## src/rtl/shield_reroute_pkg.sv

```systemverilog
// Package: shared types for the shield reroute checker.
// Assumes: nothing beyond a standard SystemVerilog elaborator.
package shield_reroute_pkg;

    // Sequencer states: idle (check off), dead time (both phases low), drive epoch.
    typedef enum logic [1:0] {
        SEQ_IDLE  = 2'd0,
        SEQ_DEAD  = 2'd1,
        SEQ_DRIVE = 2'd2
    } seq_state_t;

endpackage

```

## src/rtl/shield_route_sequencer.sv

```systemverilog
// Module: shield_route_sequencer
// Does: paces the routing code updates. Each period has DEAD_CYC cycles with
// both switch phases low. At the last dead edge it captures a new random code
// and raises the next phase in turn, and it holds that phase for EPOCH_CYC
// cycles. Compares are allowed once SETTLE_CYC cycles of the epoch have passed.
// Assumes: DEAD_CYC >= 1 and SETTLE_CYC < EPOCH_CYC; 'active' is synchronous.
module shield_route_sequencer
    import shield_reroute_pkg::*;
#(
    parameter int CODE_W     = 5,
    parameter int DEAD_CYC   = 2,
    parameter int SETTLE_CYC = 3,
    parameter int EPOCH_CYC  = 16
) (
    input  logic              clk,
    input  logic              rst_n,
    input  logic              active,
    input  logic [CODE_W-1:0] rand_code,
    output logic [CODE_W-1:0] route_code,
    output logic              ph1,
    output logic              ph2,
    output logic              cmp_win
);

    localparam int CNT_MAX = (EPOCH_CYC > DEAD_CYC) ? EPOCH_CYC : DEAD_CYC;
    localparam int CNT_W   = $clog2(CNT_MAX + 1);
    localparam logic [CNT_W-1:0] DEAD_LAST  = CNT_W'(DEAD_CYC - 1);
    localparam logic [CNT_W-1:0] EPOCH_LAST = CNT_W'(EPOCH_CYC - 1);
    localparam logic [CNT_W-1:0] SETTLE_END = CNT_W'(SETTLE_CYC);

    seq_state_t       state;
    logic [CNT_W-1:0] cnt;
    logic             next_p2;

    // Main sequence: idle -> dead time -> load code and drive one phase -> dead time.
    always_ff @(posedge clk) begin
        if (!rst_n) begin
            state      <= SEQ_IDLE;
            cnt        <= '0;
            route_code <= '0;
            ph1        <= 1'b0;
            ph2        <= 1'b0;
            next_p2    <= 1'b0;
        end else if (!active) begin
            state   <= SEQ_IDLE;
            cnt     <= '0;
            ph1     <= 1'b0;
            ph2     <= 1'b0;
            next_p2 <= 1'b0;
        end else begin
            case (state)
                SEQ_IDLE: begin
                    state <= SEQ_DEAD;
                    cnt   <= '0;
                end
                SEQ_DEAD: begin
                    if (cnt == DEAD_LAST) begin
                        state      <= SEQ_DRIVE;
                        cnt        <= '0;
                        route_code <= rand_code;
                        ph1        <= !next_p2;
                        ph2        <= next_p2;
                        next_p2    <= !next_p2;
                    end else begin
                        cnt <= cnt + CNT_W'(1);
                    end
                end
                SEQ_DRIVE: begin
                    if (cnt == EPOCH_LAST) begin
                        state <= SEQ_DEAD;
                        cnt   <= '0;
                        ph1   <= 1'b0;
                        ph2   <= 1'b0;
                    end else begin
                        cnt <= cnt + CNT_W'(1);
                    end
                end
                default: begin
                    state <= SEQ_IDLE;
                    cnt   <= '0;
                end
            endcase
        end
    end

    // Compare window: inside a drive epoch, past the settle time, check still on.
    always_comb begin
        cmp_win = active && (state == SEQ_DRIVE) && (cnt >= SETTLE_END);
    end

endmodule

```

## config.mk

```make
export PLATFORM = sky130hd
export DESIGN_NAME = shield_route_sequencer
export DESIGN_NICKNAME = d
export VERILOG_FILES = /design/src/rtl/shield_reroute_pkg.sv /design/src/rtl/shield_route_sequencer.sv
export SDC_FILE = /design/constraint.sdc
export NUM_CORES = 1
export LEC_CHECK = 0
export ABC_AREA = 1
export BUFFER_PORTS_ARGS = -buffer_cell sky130_fd_sc_hd__buf_4
export CORE_UTILIZATION = 46
export DETAILED_ROUTE_END_ITERATION = 10
export PLACE_DENSITY = 0.67
export REMOVE_ABC_BUFFERS = 1
export SYNTH_ARGS = -nofsm -noshare
export SYNTH_HDL_FRONTEND = slang
export SYNTH_SLANG_ARGS = --single-unit
```

## constraint.sdc

```tcl
create_clock -name clk -period 2.35 [get_ports clk]
set_input_delay 0.1175 -clock clk [delete_from_list [all_inputs] [get_ports clk]]
set_output_delay 0.1175 -clock clk [all_outputs]
set_load 0.02 [all_outputs]
```

Word-level counts from Yosys, hierarchy flattened

Index checks and enable logic that the tools add are counted.
Widths: inputs -> output; s select.

Add/sub/neg operators: 1
Multiply operators: 0
Div/mod/pow operators: 0
$lt $le $gt $ge: 1
Eq/ne operators: 6
Shift operators: 0
Muxes and demuxes: 11
Bitwise logic cells: 0
Reductions and logical operators: 10

Operators with widths:

| operator            | count |
|---|---|
| $mux 5              | 2 |
| $pmux 5 s2          | 1 |
| $pmux 2 s3          | 1 |
| $reduce_and 2->1    | 3 |
| $reduce_and 3->1    | 2 |
| $add 5x1->5 const B | 1 |
| $eq 5x1->1 const B  | 1 |
| $eq 5x4->1 const B  | 1 |
| $ge 5x2->1 const B  | 1 |
| $mux 2              | 2 |
| $ne 2x2->1 const B  | 2 |
| $pmux 1 s2          | 2 |
| $mux 1              | 3 |
| $eq 2x1->1 const B  | 1 |
| $eq 2x2->1 const B  | 1 |
| $logic_and 1x1->1   | 2 |
| $logic_not 2->1     | 1 |
| $reduce_bool 2->1   | 1 |
| $logic_not 1->1     | 1 |

Bits in registers: 15
Latch bits: 0
Bits in writable memories: 0
Bits in read-only memories: 0
Bits of input ports: 8
Output and inout bits: 8
Memories: 0

Depth between registers and ports, before layout

Word-level depth: 3
Depth in mapped cells: 10
Depth with buffers taken out: 10

Least setup slack after synthesis

No wires, ideal clock.

Kind: reg-to-reg
From: register cnt[0]
To: register state[0]
Setup time: 0.118 ns
Arrival: 1.294 ns
Slack: 0.937 ns
Cell stages (with the launch flop): 10
Clock period less this slack: 1.413 ns
Path through: dfxtp_1 > ha_1 > nand2_1 > nor2_1 > ha_1 > or2_4 > nand2_4 > nand2_1 > nand2_1 > nor2_1

Word-level cells in the longest chain between the ends: 3
Elaborated cells on any way between the ends: 5
Classes of those cells: 4 x eq/ne; 1 x reduce/logical

Ends and longest elaborated chain:

| item                                            | line                                                       | text |
|---|---|---|
| start: declaration                              | shield_route_sequencer.sv:32                               | `logic [CNT_W-1:0] cnt;` |
| start signal: assignment                        | shield_route_sequencer.sv:65                               | `cnt <= cnt + CNT_W'(1);` |
| start signal: assignment                        | shield_route_sequencer.sv:75                               | `cnt <= cnt + CNT_W'(1);` |
| $eq 5x4->1 / $eq 5x1->1 (equally long branches) | shield_route_sequencer.sv:69, shield_route_sequencer.sv:57 |  |
| $ne 2x2->1 (no line)                            | --                                                         |  |
| $reduce_and 2->1 (no line) (*)                  | --                                                         |  |
| end signal: assignment                          | shield_route_sequencer.sv:58                               | `state <= SEQ_DRIVE;` |
| end signal: assignment                          | shield_route_sequencer.sv:70                               | `state <= SEQ_DEAD;` |
| end signal: assignment                          | shield_route_sequencer.sv:79                               | `state <= SEQ_IDLE;` |
| end: declaration                                | shield_route_sequencer.sv:31                               | `seq_state_t state;` |

Every way passes the cells marked *; elsewhere a longest branch is shown, timed or not.
A chain may end at the register's enable or synchronous reset.

Worst setup path after layout

Same ends and word-level chain as after synthesis.

==> run summary <==
outcome = finished clean
Seq/Total Area, Yosys = 0.3687
setup bufs post-CTS = 0
top cell type's share of synthesized area = 0.3687
setup slack after layout = 0.8540 ns
NumNets Final = 149
Max clock buf depth = 2
Skew-Pair Late Insertion Delay = 0.28 ns
Final TNS setup = 0 ns
clk_skew = 0.004203 ns
root buf cell = clkbuf_4
Routed WL = 1454 um
Clock Sinks = 15
Final Instance Area = 974.7 um^2
max-slew violation count = 0
Finished Layout Cells = 148
Total Routing Usage GR = 0.1811
Worst-path clk slew = 0.09 ns
Tcrit/Tclk final = 0.6366
Worst Path Required = 2.53 ns
Pre-antenna DRT Iters = 4
Critical Path Source Type = register
CTS buffer count = 3
Mapped Area = 814.5 um^2
core area = 1577 um^2
Critical Path Fanout Max = 4
unrepaired setup endpoints after global routing = no
H-tree depth = 1
Detailed Route Iter0 Violations = 12
Syn-to-layout area delta = 19.66%
I/O pins = 16
crit path kind = reg -> reg
PortBufs = 15
dpl hpwl = 1198 um
global-route wire length before repair = 2628 um
maximum clock frequency = 0.6684 GHz
Distinct cells, synth = 17
Power, Total = 0.4364 mW
number of max-cap violations = 0
maximum VDD drop = 0.2951 mV
Rows = 14
top cells by area, synth = dfxtp_1 37%, nand2_1 13%, ha_1 12%
Final Util = 0.6183
die width = 44.08 um
GR Overflow Total = 0
number of global-route vias before repair = 638
Leakage = 0.4623 nW
Yosys reg bits = 15
final setup violating endpoints = 0
quantity of gates resized following cts = 0
share of layout cells above drive strength 1 = 0.2121
commonest non-fill, non-tap cell in the layout = nand2_1
Final Hold Vio Count = 0
Post-Place Cells = 144
Place WS = 0.8585 ns
Worst Hold Class = in -> reg
CP arrival = 1.67 ns
via count = 702
post-route minimum period = 1.496 ns
Initial Util = 0.5167
Ys Warns = 0
post-synthesis cell count = 113
placed inst area = 947.2 um^2
Slew @ Worst Pin = 0.2910 ns
worst hold slack = 0.04839 ns
PwrDens = 447.7 nW/um^2
die span in y = 44.08 um
highest-count cells in the layout ignoring fill and taps = 29 x nand2_1, 22 x nor2_1, 16 x inv_1, 15 x dfxtp_1, 15 x buf_4
initial antenna violation count = 0
DR DRC count = 0
via density per instance = 4.743
die area = 1943 um^2
Slew headroom = 0.8060
syn avg cell area = 7.208 um^2
TritonCTS clock tree = yes
area leader, netlist = dfxtp_1
crit end category = register
final antenna-violating net count = 0
Diodes inserted = 0
per-cell routed wire length = 9.824 um
Hold Buf Count CTS = 0
GP Congestion = 0.8224
largest net degree at the start of global routing = 11
[cell type report]
type,instances,area [um^2]
fillers,158,601.8
multi-input cells,79,442.9
flip-flops and latches,15,300.3
repair buffers,15,112.6
inverters,19,71.32
clock buffers,3,22.52
well taps,16,20.02
clock inverters,1,5.005
[power by group]
group | leakage (nW) | total, mW | switching, mW | internal (mW)
registers | 0.121 | 0.257 | 0.00125 | 0.255
logic | 0.324 | 0.0334 | 0.0193 | 0.0141
clock network | 0.0177 | 0.146 | 0.0831 | 0.0632
[critical path, cell delays in order, from the launching register on]
cell and delay (ns):
dfxtp_1 0.34, ha_1 0.21, nand2_1 0.08, nor2_1 0.06
ha_1 0.19, or2_4 0.27, nand2_4 0.09, nand2_1 0.05
nand2_1 0.05, nor2_1 0.04
[cells by family after synthesis]
group | count (synthesis) | share of synthesized area
AO/OA/AOI/OAI | 8 | 0.05223
adder cells (fa/ha/maj) | 8 | 0.1229
flip-flops | 15 | 0.3687
AND/OR/NAND/NOR | 62 | 0.3579
XOR/XNOR | 1 | 0.01075
buffers and inverters | 19 | 0.08756
[synthesized netlist by cell type]
library cell / count
dfxtp_1: 15
nand2_4: 1
ha_1: 8
o21ai_1: 2
nand2_1: 29
nand4_1: 2
inv_2: 3
nor2_4: 1
or2_4: 1
nand3_4: 2
o21bai_1: 1
nor2_1: 22
nand3_1: 3
nand2_2: 1
inv_1: 16
a21oi_1: 5
xor2_1: 1
[sequential cells by signal (all words and copies together), names as in the netlist]
signal	cells
ph2	1
route_code	5
cnt	5
next_p2	1
ph1	1
state	2
[worst paths after layout]
check | endpoint | cells after the start | start | slack [ns]
worst min-delay path | route_code[0] | 3 | rand_code[0] | 0.05
worst min register to register | cnt[0] | 1 | cnt[0] | 0.47
worst max register to register | state[0] | 9 | cnt[0] | 0.85
worst max-delay path | state[0] | 9 | cnt[0] | 0.85
[metal layers]
layer	up-vias	part of all wire	global-route usage
li1	379	-	-
met1	316	0.50	0.2609
met2	5	0.47	0.2559
met3	2	0.025	0.03673
met4	0	0.0062	0.09091
met5	-	0	0
(Power assumes the default switching activity.)
